$ cat src/rtl/dvd_pkg.sv
`timescale 1ns/1ps
// Shared classification codes for the double-vote decider.
package dvd_pkg;
    typedef enum logic [2:0] {
        CLS_CLEAN  = 3'd0,
        CLS_SUSP_A = 3'd1,
        CLS_SUSP_B = 3'd2,
        CLS_DUP    = 3'd3,
        CLS_INDEP  = 3'd4,
        CLS_MAJ    = 3'd5,
        CLS_FAIL   = 3'd7
    } dvd_class_e;
endpackage

$ cat src/rtl/dvd_vote_core.sv
`timescale 1ns/1ps
// Two overlapping three-input votes over four lanes.
// Assumes lane dup_sel_i and lane dup_sel_i+1 (mod 4) carry the same variant.
module dvd_vote_core import dvd_pkg::*; #(
    parameter int W = 8
) (
    input  logic [4*W-1:0] res_i,
    input  logic [1:0]     dup_sel_i,
    output logic           deliver_o,
    output logic [W-1:0]   data_o,
    output dvd_class_e     cls_o,
    output logic [3:0]     susp_o
);
    logic [1:0]   idx_a, idx_b, idx_n1, idx_n2;
    logic [W-1:0] cpy_a, cpy_b, ind_1, ind_2;
    logic         ind_eq, unan_a, unan_b;

    assign idx_a  = dup_sel_i;
    assign idx_b  = dup_sel_i + 2'd1;
    assign idx_n1 = dup_sel_i + 2'd2;
    assign idx_n2 = dup_sel_i + 2'd3;

    assign cpy_a = res_i[idx_a*W +: W];
    assign cpy_b = res_i[idx_b*W +: W];
    assign ind_1 = res_i[idx_n1*W +: W];
    assign ind_2 = res_i[idx_n2*W +: W];

    assign ind_eq = (ind_1 == ind_2);
    assign unan_a = ind_eq && (cpy_a == ind_1);
    assign unan_b = ind_eq && (cpy_b == ind_1);

    // Classify the step from the agreement pattern of the two votes.
    always_comb begin
        deliver_o = 1'b1;
        data_o    = ind_1;
        cls_o     = CLS_CLEAN;
        susp_o    = '0;
        if (unan_a && unan_b) begin
            cls_o = CLS_CLEAN;
        end else if (unan_b) begin
            cls_o         = CLS_SUSP_A;
            susp_o[idx_a] = 1'b1;
        end else if (unan_a) begin
            cls_o         = CLS_SUSP_B;
            susp_o[idx_b] = 1'b1;
        end else if (ind_eq) begin
            cls_o = CLS_DUP;
        end else if ((cpy_a == cpy_b) && ((cpy_a == ind_1) || (cpy_a == ind_2))) begin
            cls_o  = CLS_INDEP;
            data_o = cpy_a;
        end else begin
            deliver_o = 1'b0;
            cls_o     = CLS_FAIL;
        end
    end
endmodule

$ cat src/rtl/dvd_major3.sv
`timescale 1ns/1ps
// Plain 2-of-3 majority over the three lanes set in act_i.
// Assumes exactly one bit of act_i is clear whenever the result is used.
module dvd_major3 import dvd_pkg::*; #(
    parameter int W = 8
) (
    input  logic [4*W-1:0] res_i,
    input  logic [3:0]     act_i,
    output logic           deliver_o,
    output logic [W-1:0]   data_o,
    output dvd_class_e     cls_o
);
    logic [1:0]   gap;
    logic [1:0]   la, lb, lc;
    logic [W-1:0] va, vb, vc;

    // Locate the lane left out of the vote.
    always_comb begin
        gap = 2'd0;
        for (int i = 0; i < 4; i++) begin
            if (!act_i[i]) gap = 2'(i);
        end
    end

    assign la = gap + 2'd1;
    assign lb = gap + 2'd2;
    assign lc = gap + 2'd3;
    assign va = res_i[la*W +: W];
    assign vb = res_i[lb*W +: W];
    assign vc = res_i[lc*W +: W];

    // Pick the majority value among the three remaining lanes.
    always_comb begin
        deliver_o = 1'b1;
        data_o    = va;
        cls_o     = CLS_MAJ;
        if ((va == vb) && (vb == vc)) begin
            cls_o = CLS_CLEAN;
        end else if ((va == vb) || (va == vc)) begin
            data_o = va;
        end else if (vb == vc) begin
            data_o = vb;
        end else begin
            deliver_o = 1'b0;
            cls_o     = CLS_FAIL;
        end
    end
endmodule

$ cat src/rtl/dvd_health.sv
`timescale 1ns/1ps
// Per-lane consecutive-suspicion counters and one-shot lane retirement.
// Assumes susp_i is one-hot or zero and is only meaningful when step_i is high.
module dvd_health #(
    parameter int THRESH = 3
) (
    input  logic       clk,
    input  logic       rst_n,
    input  logic       step_i,
    input  logic [3:0] susp_i,
    output logic       ret_valid_o,
    output logic [1:0] ret_lane_o
);
    localparam int             CW = (THRESH < 2) ? 1 : $clog2(THRESH + 1);
    localparam logic [CW-1:0]  TH = CW'(THRESH);

    logic [CW-1:0] cnt_q [4];
    logic [3:0]    hit;
    logic [1:0]    hit_lane;
    logic          ret_q;
    logic [1:0]    lane_q;

    for (genvar g = 0; g < 4; g++) begin : g_lane
        assign hit[g] = susp_i[g] && (CW'(cnt_q[g] + 1'b1) == TH);

        // Count consecutive suspected steps, clear on any unsuspected step.
        always_ff @(posedge clk) begin
            if (!rst_n) begin
                cnt_q[g] <= '0;
            end else if (step_i && !ret_q) begin
                if (!susp_i[g])         cnt_q[g] <= '0;
                else if (cnt_q[g] != TH) cnt_q[g] <= cnt_q[g] + 1'b1;
            end
        end

        AST_CNT_BOUND: assert property (@(posedge clk) disable iff (!rst_n)
            cnt_q[g] <= TH);
    end

    // Encode the lane that reached the threshold.
    always_comb begin
        hit_lane = 2'd0;
        for (int i = 0; i < 4; i++) begin
            if (hit[i]) hit_lane = 2'(i);
        end
    end

    // Latch the first retirement until reset.
    always_ff @(posedge clk) begin
        if (!rst_n) begin
            ret_q  <= 1'b0;
            lane_q <= 2'd0;
        end else if (step_i && !ret_q && (|hit)) begin
            ret_q  <= 1'b1;
            lane_q <= hit_lane;
        end
    end

    assign ret_valid_o = ret_q;
    assign ret_lane_o  = lane_q;

    AST_RETIRE_ON_STEP: assert property (@(posedge clk) disable iff (!rst_n)
        $rose(ret_q) |-> $past(step_i));
endmodule

$ cat src/rtl/dvd_decider.sv
`timescale 1ns/1ps
// Four-lane decider: double vote while all lanes are active, plain majority
// over three lanes otherwise, failure below three. Outputs are registered.
// Assumes act_map and dup_sel are stable for the step they accompany.
module dvd_decider import dvd_pkg::*; #(
    parameter int W      = 8,
    parameter int THRESH = 3
) (
    input  logic           clk,
    input  logic           rst_n,
    input  logic           step_valid,
    input  logic [4*W-1:0] lane_res,
    input  logic [1:0]     dup_sel,
    input  logic [3:0]     act_map,
    output logic           dec_valid,
    output logic [W-1:0]   dec_data,
    output logic           dec_fail,
    output logic [2:0]     dec_class,
    output logic [3:0]     suspect,
    output logic           retired_valid,
    output logic [1:0]     retired_lane
);
    logic           dv_del, mj_del, sel_del;
    logic [W-1:0]   dv_data, mj_data, sel_data;
    dvd_class_e     dv_cls, mj_cls, sel_cls;
    logic [3:0]     dv_susp, sel_susp;
    logic [3:0]     ret_mask, eff;
    logic           mode_dbl, mode_tri;

    dvd_vote_core #(.W(W)) vote_i (
        .res_i(lane_res), .dup_sel_i(dup_sel),
        .deliver_o(dv_del), .data_o(dv_data), .cls_o(dv_cls), .susp_o(dv_susp)
    );

    dvd_major3 #(.W(W)) maj_i (
        .res_i(lane_res), .act_i(eff),
        .deliver_o(mj_del), .data_o(mj_data), .cls_o(mj_cls)
    );

    dvd_health #(.THRESH(THRESH)) health_i (
        .clk(clk), .rst_n(rst_n),
        .step_i(step_valid && mode_dbl), .susp_i(sel_susp),
        .ret_valid_o(retired_valid), .ret_lane_o(retired_lane)
    );

    assign ret_mask = retired_valid ? (4'b0001 << retired_lane) : 4'b0000;
    assign eff      = act_map & ~ret_mask;
    assign mode_dbl = (eff == 4'hF);
    assign mode_tri = ($countones(eff) == 3);

    // Choose the decision source from the number of effective lanes.
    always_comb begin
        sel_susp = '0;
        if (mode_dbl) begin
            sel_del  = dv_del;
            sel_data = dv_data;
            sel_cls  = dv_cls;
            sel_susp = dv_susp;
        end else if (mode_tri) begin
            sel_del  = mj_del;
            sel_data = mj_data;
            sel_cls  = mj_cls;
        end else begin
            sel_del  = 1'b0;
            sel_data = '0;
            sel_cls  = CLS_FAIL;
        end
    end

    // Register the decision one cycle after the step.
    always_ff @(posedge clk) begin
        if (!rst_n) begin
            dec_valid <= 1'b0;
            dec_fail  <= 1'b0;
            dec_data  <= '0;
            dec_class <= 3'd0;
            suspect   <= '0;
        end else begin
            dec_valid <= step_valid && sel_del;
            dec_fail  <= step_valid && !sel_del;
            dec_data  <= (step_valid && sel_del) ? sel_data : '0;
            dec_class <= step_valid ? 3'(sel_cls) : 3'd0;
            suspect   <= step_valid ? sel_susp : 4'd0;
        end
    end

    AST_OUT_NEEDS_STEP: assert property (@(posedge clk) disable iff (!rst_n)
        (dec_valid || dec_fail) |-> $past(step_valid));
    AST_FAIL_EXCLUSIVE: assert property (@(posedge clk) disable iff (!rst_n)
        !(dec_valid && dec_fail));
    AST_SUSP_ONEHOT: assert property (@(posedge clk) disable iff (!rst_n)
        $onehot0(suspect));
    AST_SUSP_DELIVERS: assert property (@(posedge clk) disable iff (!rst_n)
        (|suspect) |-> dec_valid);
    AST_RETIRE_STICKY: assert property (@(posedge clk) disable iff (!rst_n)
        retired_valid |=> (retired_valid && $stable(retired_lane)));
endmodule

$ cat config.mk
export PLATFORM = sky130hd
export DESIGN_NAME = dvd_decider
export DESIGN_NICKNAME = d
export VERILOG_FILES = /design/src/rtl/dvd_pkg.sv /design/src/rtl/dvd_vote_core.sv /design/src/rtl/dvd_major3.sv /design/src/rtl/dvd_health.sv /design/src/rtl/dvd_decider.sv
export SDC_FILE = /design/constraint.sdc
export NUM_CORES = 1
export LEC_CHECK = 0
export BUFFER_PORTS_ARGS = -buffer_cell sky130_fd_sc_hd__buf_2
export CAP_MARGIN = 30
export CORE_UTILIZATION = 55
export CTS_CLUSTER_DIAMETER = 50
export DETAILED_ROUTE_END_ITERATION = 10
export GPL_ROUTABILITY_DRIVEN = 0
export PLACE_DENSITY_LB_ADDON = 0.05
export SLEW_MARGIN = 20
export SYNTH_ARGS = -nofsm -noshare
export SYNTH_HDL_FRONTEND = slang
export SYNTH_SLANG_ARGS = --single-unit
export TNS_END_PERCENT = 5
$ cat constraint.sdc
create_clock -name clk -period 9.5 [get_ports clk]
set_input_delay 0.475 -clock clk [delete_from_list [all_inputs] [get_ports clk]]
set_output_delay 0.475 -clock clk [all_outputs]
set_load 0.01 [all_outputs]
### After elaboration in Yosys (flattened, before gate mapping)

Memory sizes are Yosys's and may differ from the RTL's.
Cells that the tools add are included.

* flip-flop bits (word level): 20
* memories kept: 1
* logic and storage cells: 174
* RAM bits: 8
* bits of input ports: 41
* output and inout bits: 20

Memory list
* health_i.cnt_q: depth 4, bits a word 2, rd ports 4, clocked after memory_dff 0, wr ports 4, line dvd_health.sv:17 `logic [CW-1:0] cnt_q [4];`

* reductions and logical operators: 23
* order comparisons: 4
* multiplexer cells: 90
* shift-type cells: 8
* bitwise operators: 10
* equal/unequal tests: 18
* add/sub/neg operators: 13

Operator list (number)
* $shiftx 32x6->8: 7
* $mux 8: 10
* $eq 8x8->1: 8
* $mux 1: 51
* $mux 2: 14
* $mux 3: 8
* $mux 4: 5
* $logic_and 1x1->1: 16
* $add 2x1->2 const B: 6
* $add 2x2->2 const B: 4
* $eq 2x2->1 const B: 4
* $ne 2x2->1 const B: 4
* $or 1x1->1: 8
* $lt 2x3->1 const B: 2
* $add 1x1->2: 2
* $and 4x4->4: 1
* $demux 1 s2: 2
* $eq 4x4->1 const B: 1
* $ge 2x1->1 const B: 2
* $not 4->4: 1
* $reduce_and 2->1: 2
* $reduce_or 4->1: 1
* $shl 1x2->4 const A: 1
* $add 2x2->3: 1
* 3 further kinds: 5

### Depth between registers and ports, before layout

Gate-level depths: netlist of the first run.

* depth after elaboration: 17
* gate-level depth with buffers: 16
* depth with buffers taken out: 11

### Modules after synthesis

Synthesis of the first run repeated with hierarchy kept, for this count alone.

* cells, all modules: 545
* area, all modules: 4972.3 sq um

Modules (own cells, without submodules)
* dvd_major3: seq. area each 0.0 sq um, area an instance 1749.2 sq um, cells each 254, times used 1
* dvd_vote_core: seq. area each 0.0 sq um, area an instance 1709.1 sq um, cells each 137, times used 1
* dvd_decider: seq. area each 340.3 sq um, area an instance 859.6 sq um, cells each 90, times used 1
* dvd_health: seq. area each 300.3 sq um, area an instance 654.4 sq um, cells each 64, times used 1

### Least setup slack after synthesis of the first run

OpenSTA, ideal clock, no wires.

* path kind: input port to flip-flop
* start point: input dup_sel[0]
* end point: memory health_i.cnt_q[3][0] (netlist name), enable pin
* stages on the path: 15
* arrival: 4.391 ns
* path slack: 4.809 ns
* path through: buf_2 -> buf_2 -> clkbuf_1 -> inv_1 -> ha_1 -> clkbuf_1 -> buf_1 -> mux4_2 -> xnor2_1 -> nand4_1 -> nor3_1 -> nor2b_1 -> nand2_1 -> or3_1 -> nand3_1

RTL lines
* start, declared: line dvd_decider.sv:13 `input logic [1:0] dup_sel,`
* end, declared: line dvd_health.sv:17

==> results of run 1 <==
## synth_stat cells (all sizes together), types with 6 or more instances
master / n / share of area
nand4: 12 / 0.017
xnor2: 48 / 0.098
nand3: 6 / 0.0081
a221o: 11 / 0.026
inv: 24 / 0.021
a211oi: 9 / 0.016
buf: 20 / 0.036
edfxtp: 8 / 0.056
mux2i: 16 / 0.037
mux4: 32 / 0.17
nand2b: 9 / 0.015
and3: 11 / 0.016
or4: 8 / 0.014
dfxtp: 20 / 0.093
clkbuf: 25 / 0.022
ha: 15 / 0.044
a31oi: 17 / 0.025
xor2: 16 / 0.033
nand2: 30 / 0.027
a21oi: 37 / 0.053
o21ai: 26 / 0.030
a22oi: 17 / 0.030
o211ai: 11 / 0.020
nor2: 20 / 0.017
## worst reg2reg max path, delay by kind of cell (launching register included)
kind | cells | cell delay (ps)
buffers and inverters | 1 | 90
adder cells (fa/ha/maj) | 3 | 910
flip-flops | 1 | 640
AND/OR/NAND/NOR | 5 | 1360
AO/OA/AOI/OAI | 1 | 640
## state kept, by name (all words and copies together), names as in the netlist
name,count
suspect,4
health_i.cnt_q,8
health_i.ret_lane_o,2
dec_class,3
dec_fail,1
health_i.ret_valid_o,1
dec_data,8
dec_valid,1
## final timing paths
path / from / slack, ps / to
max: dup_sel[1] / 5320 / health_i.cnt_q[3][1]
min: rst_n / 530 / health_i.ret_valid_o
max reg2reg: health_i.ret_lane_o[0] / 5700 / dec_class[0]
min reg2reg: health_i.cnt_q[3][0] / 600 / health_i.cnt_q[3][0]
## layer usage
layer  GRT usage  vias to the layer above
met2       0.455                      241
met1       0.475                     1933
li1            -                     1902
met3      0.0488                        7
met4      0.0376                        0
met5           0                        -
## per-stage QoR
| step | util | cells | instance area, µm² | worst slack (ps) |
|---|---|---|---|---|
| 2_1_floorplan | - | 491 | 4310 | 4810 |
| 3_3_place_gp | 0.607 | 607 | 4500 | 4620 |
| 3_5_place_dp | 0.608 | 608 | 4500 | 4540 |
| 4_1_cts | 0.617 | 612 | 4570 | 4830 |
| 5_1_grt | 0.621 | 614 | 4600 | 5030 |
| 6_report | 0.621 | 614 | 4600 | 5320 |
## layout by cell type (no fill, tap or decap), types with 4 or more instances in the layout
cell,synthesis,layout
sky130_fd_sc_hd__nand2_1,29,29
sky130_fd_sc_hd__a221o_1,10,10
sky130_fd_sc_hd__xnor2_1,48,48
sky130_fd_sc_hd__o211ai_1,10,10
sky130_fd_sc_hd__buf_2,10,61
sky130_fd_sc_hd__a211oi_1,9,9
sky130_fd_sc_hd__dfxtp_1,20,20
sky130_fd_sc_hd__and3_1,11,11
sky130_fd_sc_hd__nor2_1,20,20
sky130_fd_sc_hd__nand3_1,5,5
sky130_fd_sc_hd__nand2b_1,8,8
sky130_fd_sc_hd__xor2_1,16,16
sky130_fd_sc_hd__a21oi_2,5,5
sky130_fd_sc_hd__a21oi_1,30,30
sky130_fd_sc_hd__mux2i_1,16,16
sky130_fd_sc_hd__or3_1,4,4
sky130_fd_sc_hd__inv_1,23,23
sky130_fd_sc_hd__or4_1,8,8
sky130_fd_sc_hd__mux4_2,32,32
sky130_fd_sc_hd__ha_1,15,15
sky130_fd_sc_hd__nor3_1,5,5
sky130_fd_sc_hd__a22oi_1,17,17
sky130_fd_sc_hd__o21ai_0,24,24
sky130_fd_sc_hd__nand4_1,12,12
sky130_fd_sc_hd__a31oi_1,17,17
sky130_fd_sc_hd__edfxtp_1,8,8
## final cells by class
class | instances | area [µm²] | share of cell area
multi-input combinational | 393 | 3320 | 0.722
sequential | 28 | 641 | 0.139
timing repair buffer | 65 | 348 | 0.0756
tap | 99 | 124 | 0.0269
inverter | 25 | 93.8 | 0.0204
clock buffer | 3 | 41.3 | 0.00897
clock inverter | 1 | 30.0 | 0.00653
## report_power, final
part,internal [mW],switching [mW]
Combinational,0.0919,0.123
Clock,0.0565,0.0400
Sequential,0.125,0.00127
Total,0.274,0.164
## kinds of logic (layout without fill, tap and decap cells)
| logic type | count (synthesis) | after routing |
|---|---|---|
| buffers and inverters | 70 | 94 |
| AOI/OAI and AO/OA | 142 | 142 |
| DFF | 28 | 28 |
| xor gates and xnor gates | 64 | 64 |
| muxes | 48 | 48 |
| and+or+nand+nor | 123 | 123 |
| adders and majority gates | 16 | 16 |
==> qor.log, run 1 <==
qor: timing.totalNegativeSetupSlack 0 ps
qor: floorplanning.dieArea 0.00819 mm²
qor: timing.highest_clock_rate 239 MHz
qor: clock_network.cts.reportedPaths.clkPinSlew 100 ps
qor: logic_synthesis.yosys_register_bits 28
qor: layout.insertedDiodeCount 0
qor: clock_network.cts-hold-fix-buffers 0
qor: route.met3_length 1300 µm
qor: route.routed.top_layer met4
qor: timing.final_max_slew_viol_count 0
qor: logic_synthesis.mappedNetlistArea 0.00431 mm²
qor: route.routed-via-count 4083
qor: timing.maxSlewHeadroom 0.358
qor: layout.area.growth.synth_to_final 6.79%
qor: critical_path.worst_ep_arrival_time 4180 ps
qor: clock_network.ctsResizeCount 0
qor: grt.grt_pass1_wl 19900 µm
qor: route.detail_route.first_pass.iterations 5
qor: floorplanning.initial_utilization 0.582
qor: layout.layout.nets 573
qor: timing.holdWs 525 ps
qor: route.viasPerCell 6.65
qor: route.wl_met1 5590 µm
qor: clock_network.insertion_delay 280 ps
qor: critical_path.timing.critical_path.required 9500 ps
qor: clock_network.postCtsSetupBuffers 0
qor: logic_synthesis.mappedNetlistNets 548
qor: logic_synthesis.yosys.area_share.xor_xnor 0.130
qor: logic_synthesis.post_synth_mux_area_share 0.204
qor: pwr.power.total 0.438 mW
qor: clock_network.cts.htree.levels 1
qor: route.dr.first_iter.drc_count 529
qor: min_path.timing.hold.worst_path_depth 3
qor: logic_synthesis.yosys.area_share.simple 0.158
qor: logic_synthesis.synth_cells 491
qor: critical_path.crit_slowest_cell sky130_fd_sc_hd__ha_1
qor: grt.overall_overflow_remaining_after_global_route 0
qor: critical_path.worstPathMaxFanout 19
qor: grt.vias_in_the_first_global_route 3646
qor: pwr.p_leak 1.79 nW
qor: floorplanning.boundaryPins 61
qor: timing.grt_setup_unrepaired false
qor: route.finalWirelength 12400 µm
qor: logic_synthesis.synth-main-ff-cell sky130_fd_sc_hd__dfxtp_1
qor: grt.maximum_number_of_pins_on_one_net_before_global_route_repair 51
qor: timing.timing.final.setup_violations 0
qor: route.routed_wire_per_std_cell 20.2 µm
qor: logic_synthesis.async_flop_share 0
qor: min_path.timing.hold.worst.class input port to register
qor: route.antenna_violating_nets_post_route 0
qor: timing.final_hold_viol_count 0
qor: placed_design.post-dp-hpwl 9640 µm
qor: floorplanning.die-height 90.5 µm
qor: placed_design.buffer_ports.inserted 60
qor: route.route.detailed.drc 0
qor: logic_synthesis.main_combinational_cell_family_by_area_after_synthesis compound AO/OA/AOI/OAI gates
qor: timing.fin_worst_skew 5.55 ps
qor: critical_path.delay_heaviest_family_cp simple AND/OR/NAND/NOR gates
qor: critical_path.end_kind register
qor: clock_network.cts-buffers-inserted 3
qor: critical_path.setup.worst_path.start_class input port
qor: grt.antenna_found_initial 0
qor: job.timing.max_cap.violations 0
qor: logic_synthesis.synth-seq-area-share 0.149
qor: layout.post_route_cells_drive_above_1_share 0.233
qor: logic_synthesis.synth_enable_flop_cells 8
qor: critical_path.path_depth 11
qor: pwr.power.density_cell_area 95.2 mW/mm²
qor: logic_synthesis.syn-mean-instance-area 8.78 µm²
qor: clock_network.clock_sinks 28
qor: route.wl_met2 5460 µm
qor: status.run_status finished, final reports clean
qor: critical_path.crit_type input port to register
qor: logic_synthesis.synth_compound_area_frac 0.231
qor: critical_path.critical_path.cell_chain buf_2 -> inv_1 -> ha_1 -> mux4_2 -> xnor2_1 -> nand4_1 -> nor3_1 -> nor2b_1 -> nand2_1 -> or3_1 -> nand3_1
qor: grt.groute.usage.overall 0.306
qor: clock_network.cts_root_buffer sky130_fd_sc_hd__clkbuf_8
qor: logic_synthesis.yosys_warnings 0
qor: timing.finalCriticalPeriod 4180 ps
qor: floorplanning.coreArea 0.00741 mm²
qor: logic_synthesis.synth_cell_types 60
qor: floorplanning.std_cell_rows 31
qor: logic_synthesis.synth_adder_area_share 0.0482
qor: timing.part_of_the_cycle_the_worst_path_needs 0.440
qor: critical_path.r2r_cells 10
qor: timing.tightest_slew 962 ps
qor: pwr.worst_ir_drop_vdd 0.0558 mV
qor: floorplanning.die_width 90.5 µm
qor: clock_network.cts_tree done
qor: layout.nFillCells 675
qor: critical_path.path_buf_inv 2
qor: clock_network.clock_tree.buffer_depth 2
qor: critical_path.critical_path.max_stage_delay 790 ps
(Power assumes the default switching activity.)
==> run 2: changes to the inputs <==
Settings changed: CORE_UTILIZATION 55 to 54.
Clock period 9.5 ns to 3.8 ns, I/O delays scaled along.
==> qor.log, run 2 (synthesis results as in run 1) <==
qor: status.run_status finished, final reports clean
qor: clock_network.cts_tree done
qor: clock_network.cts_root_buffer sky130_fd_sc_hd__clkbuf_8
qor: clock_network.cts.htree.levels 1 [unchanged]
qor: pwr.power.total 1.09 mW [+150%]
qor: route.route.detailed.drc 0 [unchanged]
qor: timing.highest_clock_rate 281 MHz
qor: timing.part_of_the_cycle_the_worst_path_needs 0.937
qor: timing.maxSlewHeadroom 0.536 [+0.178]
qor: floorplanning.die_width 91.3 µm [+0.90%]
qor: layout.reg_top3 dec_data x8, health_i.cnt_q x8, suspect x4
qor: layout.layout_commonest_cell sky130_fd_sc_hd__buf_2
qor: timing.tightest_slew 691 ps [-271 ps]
qor: floorplanning.die-height 91.3 µm [+0.90%]
qor: route.dr.first_iter.drc_count 332 [-37%]
qor: route.routed-via-count 4225 [+3.5%]
qor: pwr.power.density_cell_area 232 mW/mm² [+140%]
qor: floorplanning.initial_utilization 0.558 [-0.0240]
qor: critical_path.end_kind register
qor: pwr.cell_internal_pwr 0.692 mW [+150%]
qor: layout.area.growth.synth_to_final 9.26%
qor: clock_network.clock_sinks 28 [unchanged]
qor: critical_path.worstPathMaxFanout 10 [-9]
qor: timing.grt_setup_unrepaired false
qor: route.antenna_violating_nets_post_route 0 [unchanged]
qor: clock_network.cts-hold-fix-buffers 0 [unchanged]
qor: route.routed_wire_per_std_cell 20.5 µm [+1.4%]
qor: layout.insertedDiodeCount 0 [unchanged]
qor: min_path.timing.hold.worst_path_depth 3 [unchanged]
qor: floorplanning.dieArea 0.00834 mm² [+1.8%]
qor: placed_design.buffer_ports.inserted 60 [unchanged]
qor: placed_design.placedCellCount 624 [+2.6%]
qor: floorplanning.coreArea 0.00773 mm² [+4.3%]
qor: route.detail_route.first_pass.iterations 5 [unchanged]
qor: placed_design.post-dp-hpwl 9970 µm [+3.5%]
qor: pwr.p_switching 0.400 mW [+140%]
qor: pwr.share_comb_of_total_power 0.499 [+0.008]
qor: clock_network.postCtsSetupBuffers 0 [unchanged]
qor: timing.fin_worst_skew 7.38 ps [+1.83 ps]
qor: layout.stdcell_count 628 [+2.3%]
qor: floorplanning.std_cell_rows 32 [+3.2%]
qor: pwr.p_sw_frac 0.367 [-0.00887]
qor: floorplanning.boundaryPins 61 [unchanged]
qor: grt.grt_pass1_wl 20500 µm [+3.1%]
qor: timing.final_max_slew_viol_count 0 [unchanged]
qor: layout.nFillCells 683 [+1.2%]
qor: grt.maximum_number_of_pins_on_one_net_before_global_route_repair 51 [unchanged]
qor: timing.timing.final.setup_violations 0 [unchanged]
qor: grt.overall_overflow_remaining_after_global_route 0 [unchanged]
qor: critical_path.timing.critical_path.required 4010 ps [-5490 ps]
qor: critical_path.worstReg2RegStart health_i.ret_valid_o
qor: pwr.worst_ir_drop_vdd 0.128 mV [+130%]
qor: critical_path.startpoint health_i.ret_valid_o
qor: grt.antenna_found_initial 0 [unchanged]
qor: clock_network.cts.reportedPaths.clkPinSlew 90 ps [about the same]
qor: layout.post_route_cells_drive_above_1_share 0.251 [+0.0179]
qor: timing.finalCriticalPeriod 3560 ps
qor: timing.final_hold_viol_count 0 [unchanged]
qor: timing.setup_ws 241 ps [-5080 ps]
qor: pwr.p_leak 1.85 nW [+3.4%]
qor: critical_path.worst_ep_arrival_time 3770 ps [-410 ps]
qor: critical_path.r2r_cells 10 [unchanged]
qor: clock_network.cts-buffers-inserted 3 [unchanged]
qor: clock_network.clock_tree.buffer_depth 2 [unchanged]
qor: route.finalWirelength 12900 µm [+3.7%]
qor: placed_design.dp_slack 283 ps [-4250 ps]
qor: route.viasPerCell 6.73 [+1.2%]
qor: critical_path.setup.worst_path.start_class register
qor: clock_network.ctsResizeCount 0 [unchanged]
qor: grt.vias_in_the_first_global_route 3891 [+6.7%]
qor: grt.groute.usage.overall 0.314 [+0.00797]
qor: job.timing.max_cap.violations 0 [unchanged]
qor: critical_path.crit_type register to register
qor: pwr.seq_power_share 0.289 [about the same]
qor: layout.layout.cells.most_common_list 60 x sky130_fd_sc_hd__buf_2, 48 x sky130_fd_sc_hd__xnor2_1, 32 x sky130_fd_sc_hd__mux4_2
qor: layout.layout.nets 584 [+1.9%]
qor: min_path.timing.hold.worst.class input port to register
qor: clock_network.insertion_delay 280 ps [about the same]
qor: min_path.worst_min_delay_path_startpoint step_valid
qor: pwr.clockPowerShare 0.212 [-0.008]
[run 2: changes by cell type in the layout (fill, tap and decap cells not counted), sizes merged]
cell    before  now
clkbuf       4    3
buf         64   76
[run 2: critical path, stage by stage (launching register included)]
cell,delay [ps]
sky130_fd_sc_hd__dfxtp_1,450
sky130_fd_sc_hd__and3b_1,420
sky130_fd_sc_hd__nand2b_4,280
sky130_fd_sc_hd__inv_1,90
sky130_fd_sc_hd__fa_1,450
sky130_fd_sc_hd__ha_1,190
sky130_fd_sc_hd__ha_1,260
sky130_fd_sc_hd__nand2_1,60
sky130_fd_sc_hd__or3_1,450
sky130_fd_sc_hd__or4_1,630
sky130_fd_sc_hd__a31oi_1,190
[run 2: worst paths after layout]
kind,end,slack (ps)
setup / recovery,dec_data[5],240
hold / removal,dec_class[1],220
setup reg to reg,dec_data[5],240
hold reg to reg,health_i.cnt_q[1][0],600
[run 2: power by group through the flow]
stage / combinational, mW / sequential [mW] / clock, mW
2_1_floorplan: 0.405 / 0.324 / 0
3_3_place_gp: 0.526 / 0.323 / 0
3_5_place_dp: 0.533 / 0.323 / 0
4_1_cts: 0.536 / 0.316 / 0.236
5_1_grt: 0.585 / 0.317 / 0.246
6_report: 0.545 / 0.316 / 0.232
[run 2: layer usage]
metal | routed length (µm) | vias up | GRT usage
li1 | - | 1929 | -
met1 | 5210 | 2025 | 0.408
met2 | 6370 | 238 | 0.554
met3 | 958 | 33 | 0.0276
met4 | 349 | 0 | 0.0939
met5 | 0 | - | 0
[run 2: final cells by class]
cell class                 count  area (µm²)  share of cell area
clock inverter                 1        30.0             0.00638
inverter                      25        93.8              0.0199
timing repair buffer          76         445              0.0946
sequential                    28         641               0.136
tap                          102         128              0.0271
multi-input combinational    393        3330               0.707
clock buffer                   3        41.3             0.00877
[run 2: stage by stage]
| step | hold slack (ps) | utilization | instance area (µm²) | setup TNS (ps) |
|---|---|---|---|---|
| final | 221 | 0.609 | 4710 | 0 |
| after global routing | 250 | 0.609 | 4710 | 0 |
| after CTS | 214 | 0.609 | 4710 | 0 |
| after detailed placement | 503 | 0.600 | 4640 | 0 |
| after global placement | 509 | 0.600 | 4640 | 0 |
| after floorplan | 361 | - | 4320 | -62.5 |
==> run 3: changes to the inputs <==
Settings changed: CORE_UTILIZATION 54 to 55.
Clock period 3.8 ns to 4.01 ns, I/O delays scaled along.
==> qor.log, run 3 (synthesis results as in run 1) <==
qor: status.run_status finished, final reports clean
qor: grt.maximum_number_of_pins_on_one_net_before_global_route_repair 51 [unchanged]
qor: timing.timing.final.setup_violations 0 [unchanged]
qor: layout.layout.nets 578 [-1.0%]
qor: route.antenna_violating_nets_post_route 0 [unchanged]
qor: timing.totalNegativeSetupSlack 0 ps [unchanged]
qor: critical_path.worstReg2RegStart health_i.ret_lane_o[0]
qor: clock_network.cts-hold-fix-buffers 0 [unchanged]
qor: floorplanning.std_cell_rows 31 [-3.1%]
qor: timing.holdWs 243 ps [+22.1 ps]
qor: min_path.timing.hold.worst.class input port to register
qor: floorplanning.dieArea 0.00819 mm² [-1.8%]
qor: timing.final_max_slew_viol_count 0 [unchanged]
qor: grt.overall_overflow_remaining_after_global_route 0 [unchanged]
qor: clock_network.cts.reportedPaths.clkPinSlew 110 ps [+20 ps]
qor: layout.footprint_of_the_multi_input_gates 0.00332 mm² [-0.15%]
qor: critical_path.r2r_cells 10 [unchanged]
qor: timing.grt_setup_unrepaired false
qor: floorplanning.boundaryPins 61 [unchanged]
qor: clock_network.clock_sinks 28 [unchanged]
qor: clock_network.cts-buffers-inserted 3 [unchanged]
qor: layout.insertedDiodeCount 0 [unchanged]
qor: layout.nFillCells 680 [-0.44%]
qor: route.dr.first_iter.drc_count 514 [+55%]
qor: route.routed_wire_per_std_cell 20.3 µm [-0.98%]
qor: layout.area.growth.synth_to_final 7.43%
qor: placed_design.post-dp-hpwl 9700 µm [-2.7%]
qor: clock_network.cts_tree done
qor: floorplanning.die-height 90.5 µm [-0.89%]
qor: critical_path.end_kind register
qor: critical_path.worst_ep_arrival_time 3980 ps [+210 ps]
qor: critical_path.setup_slack_reg_to_reg 250 ps [about the same]
qor: route.routed-via-count 4178 [-1.1%]
qor: layout.reg_top3 dec_data x8, health_i.cnt_q x8, suspect x4
qor: timing.tightest_slew 643 ps [-48.2 ps]
qor: route.detail_route.first_pass.iterations 5 [unchanged]
qor: critical_path.crit_type register to register
qor: min_path.hold-path-endpoint dec_class[1]
qor: timing.highest_clock_rate 266 MHz [-5.4%]
qor: timing.maxSlewHeadroom 0.571 [+0.0352]
qor: timing.part_of_the_cycle_the_worst_path_needs 0.938 [+0.00168]
qor: clock_network.postCtsSetupBuffers 0 [unchanged]
qor: critical_path.worstPathMaxFanout 16 [+6]
qor: clock_network.cts.htree.levels 1 [unchanged]
qor: min_path.worst_min_delay_path_startpoint step_valid
qor: job.timing.max_cap.violations 0 [unchanged]
qor: grt.groute.usage.overall 0.302 [-0.0125]
qor: route.finalWirelength 12600 µm [-2.4%]
qor: layout.seqCellArea 641 µm² [unchanged]
qor: clock_network.cts_root_buffer sky130_fd_sc_hd__clkbuf_8
qor: floorplanning.die_width 90.5 µm [-0.89%]
qor: floorplanning.coreArea 0.00741 mm² [-4.1%]
qor: clock_network.clock_tree.buffer_depth 2 [unchanged]
qor: min_path.timing.hold.worst_path_depth 3 [unchanged]
qor: route.viasPerCell 6.75 [+0.33%]
qor: clock_network.ctsResizeCount 0 [unchanged]
qor: layout.layout.cells.most_common_list 60 x sky130_fd_sc_hd__buf_2, 48 x sky130_fd_sc_hd__xnor2_1, 32 x sky130_fd_sc_hd__mux4_2
qor: timing.finalCriticalPeriod 3760 ps [+203 ps]
qor: layout.post_route_cells_drive_above_1_share 0.240 [-0.0106]
qor: timing.fin_worst_skew 2.23 ps [-5.14 ps]
qor: layout.layout_commonest_cell sky130_fd_sc_hd__buf_2
qor: grt.grt_pass1_wl 19700 µm [-3.9%]
qor: grt.vias_in_the_first_global_route 3731 [-4.1%]
qor: route.route.detailed.drc 0 [unchanged]
qor: grt.antenna_found_initial 0 [unchanged]
qor: critical_path.timing.critical_path.required 4230 ps [+220 ps]
qor: pwr.power.density_cell_area 226 mW/mm² [-2.5%]
qor: placed_design.buffer_ports.inserted 60 [unchanged]
qor: timing.setup_ws 248 ps [+6.60 ps]
qor: pwr.worst_ir_drop_vdd 0.113 mV [-11%]
qor: critical_path.worst_r2r_endpoint dec_data[0]
qor: floorplanning.initial_utilization 0.582 [+0.0240]
qor: layout.fin_util 0.625 [+0.0156]
qor: critical_path.setup.worst_path.start_class register
qor: timing.final_hold_viol_count 0 [unchanged]
qor: pwr.p_leak 1.81 nW [-2.1%]
qor: clock_network.insertion_delay 280 ps [about the same]
qor: placed_design.dp_slack 332 ps [+49.5 ps]
## run 3: cell types whose count changed in the layout (fill, tap and decap cells not counted), sizes merged
cell | before | now
buf | 76 | 70
## run 3: worst max path at each step
stage                                       from                   end  slack (ps)
after floorplan                       dup_sel[0]  health_i.cnt_q[3][0]          50
after global placement    health_i.ret_lane_o[0]           dec_data[0]         310
after detailed placement  health_i.ret_lane_o[0]           dec_data[0]         330
after CTS                 health_i.ret_lane_o[0]           dec_data[0]         260
after global routing      health_i.ret_lane_o[0]           dec_data[3]          60
final                     health_i.ret_lane_o[0]           dec_data[0]         250
## run 3: cell type report
type | count | area share
inverter | 25 | 0.0203
tap | 99 | 0.0268
multi-input combinational | 393 | 0.718
clock buffer | 3 | 0.00892
sequential | 28 | 0.138
timing repair buffer | 70 | 0.0811
clock inverter | 1 | 0.00649
## run 3: through the flow
step,power (mW),area [µm²],cells
2_1_floorplan,0.689,4310,491
3_3_place_gp,0.802,4560,615
3_5_place_dp,0.810,4560,615
4_1_cts,1.04,4630,619
5_1_grt,1.10,4630,619
6_report,1.05,4630,619
## run 3: critical path, stage by stage (launching register included)
cell                       delay [ps]
sky130_fd_sc_hd__dfxtp_1          650
sky130_fd_sc_hd__and3b_1          450
sky130_fd_sc_hd__nand2b_4         280
sky130_fd_sc_hd__inv_1            100
sky130_fd_sc_hd__fa_1             470
sky130_fd_sc_hd__ha_1             190
sky130_fd_sc_hd__ha_1             260
sky130_fd_sc_hd__nand2_1           90
sky130_fd_sc_hd__or3_1            460
sky130_fd_sc_hd__or4_1            580
sky130_fd_sc_hd__a31oi_1          160
## run 3: routing by layer
metal | share of wire | GRT usage
met5 | 0 | 0
met4 | 0.016 | 0.0699
met1 | 0.44 | 0.431
met2 | 0.45 | 0.475
met3 | 0.095 | 0.0497
## run 3: power breakdown
group / total, mW / switching, mW / internal, mW
Combinational: 0.516 / 0.296 / 0.220
Sequential: 0.299 / 0.00287 / 0.296
Clock: 0.232 / 0.0984 / 0.134
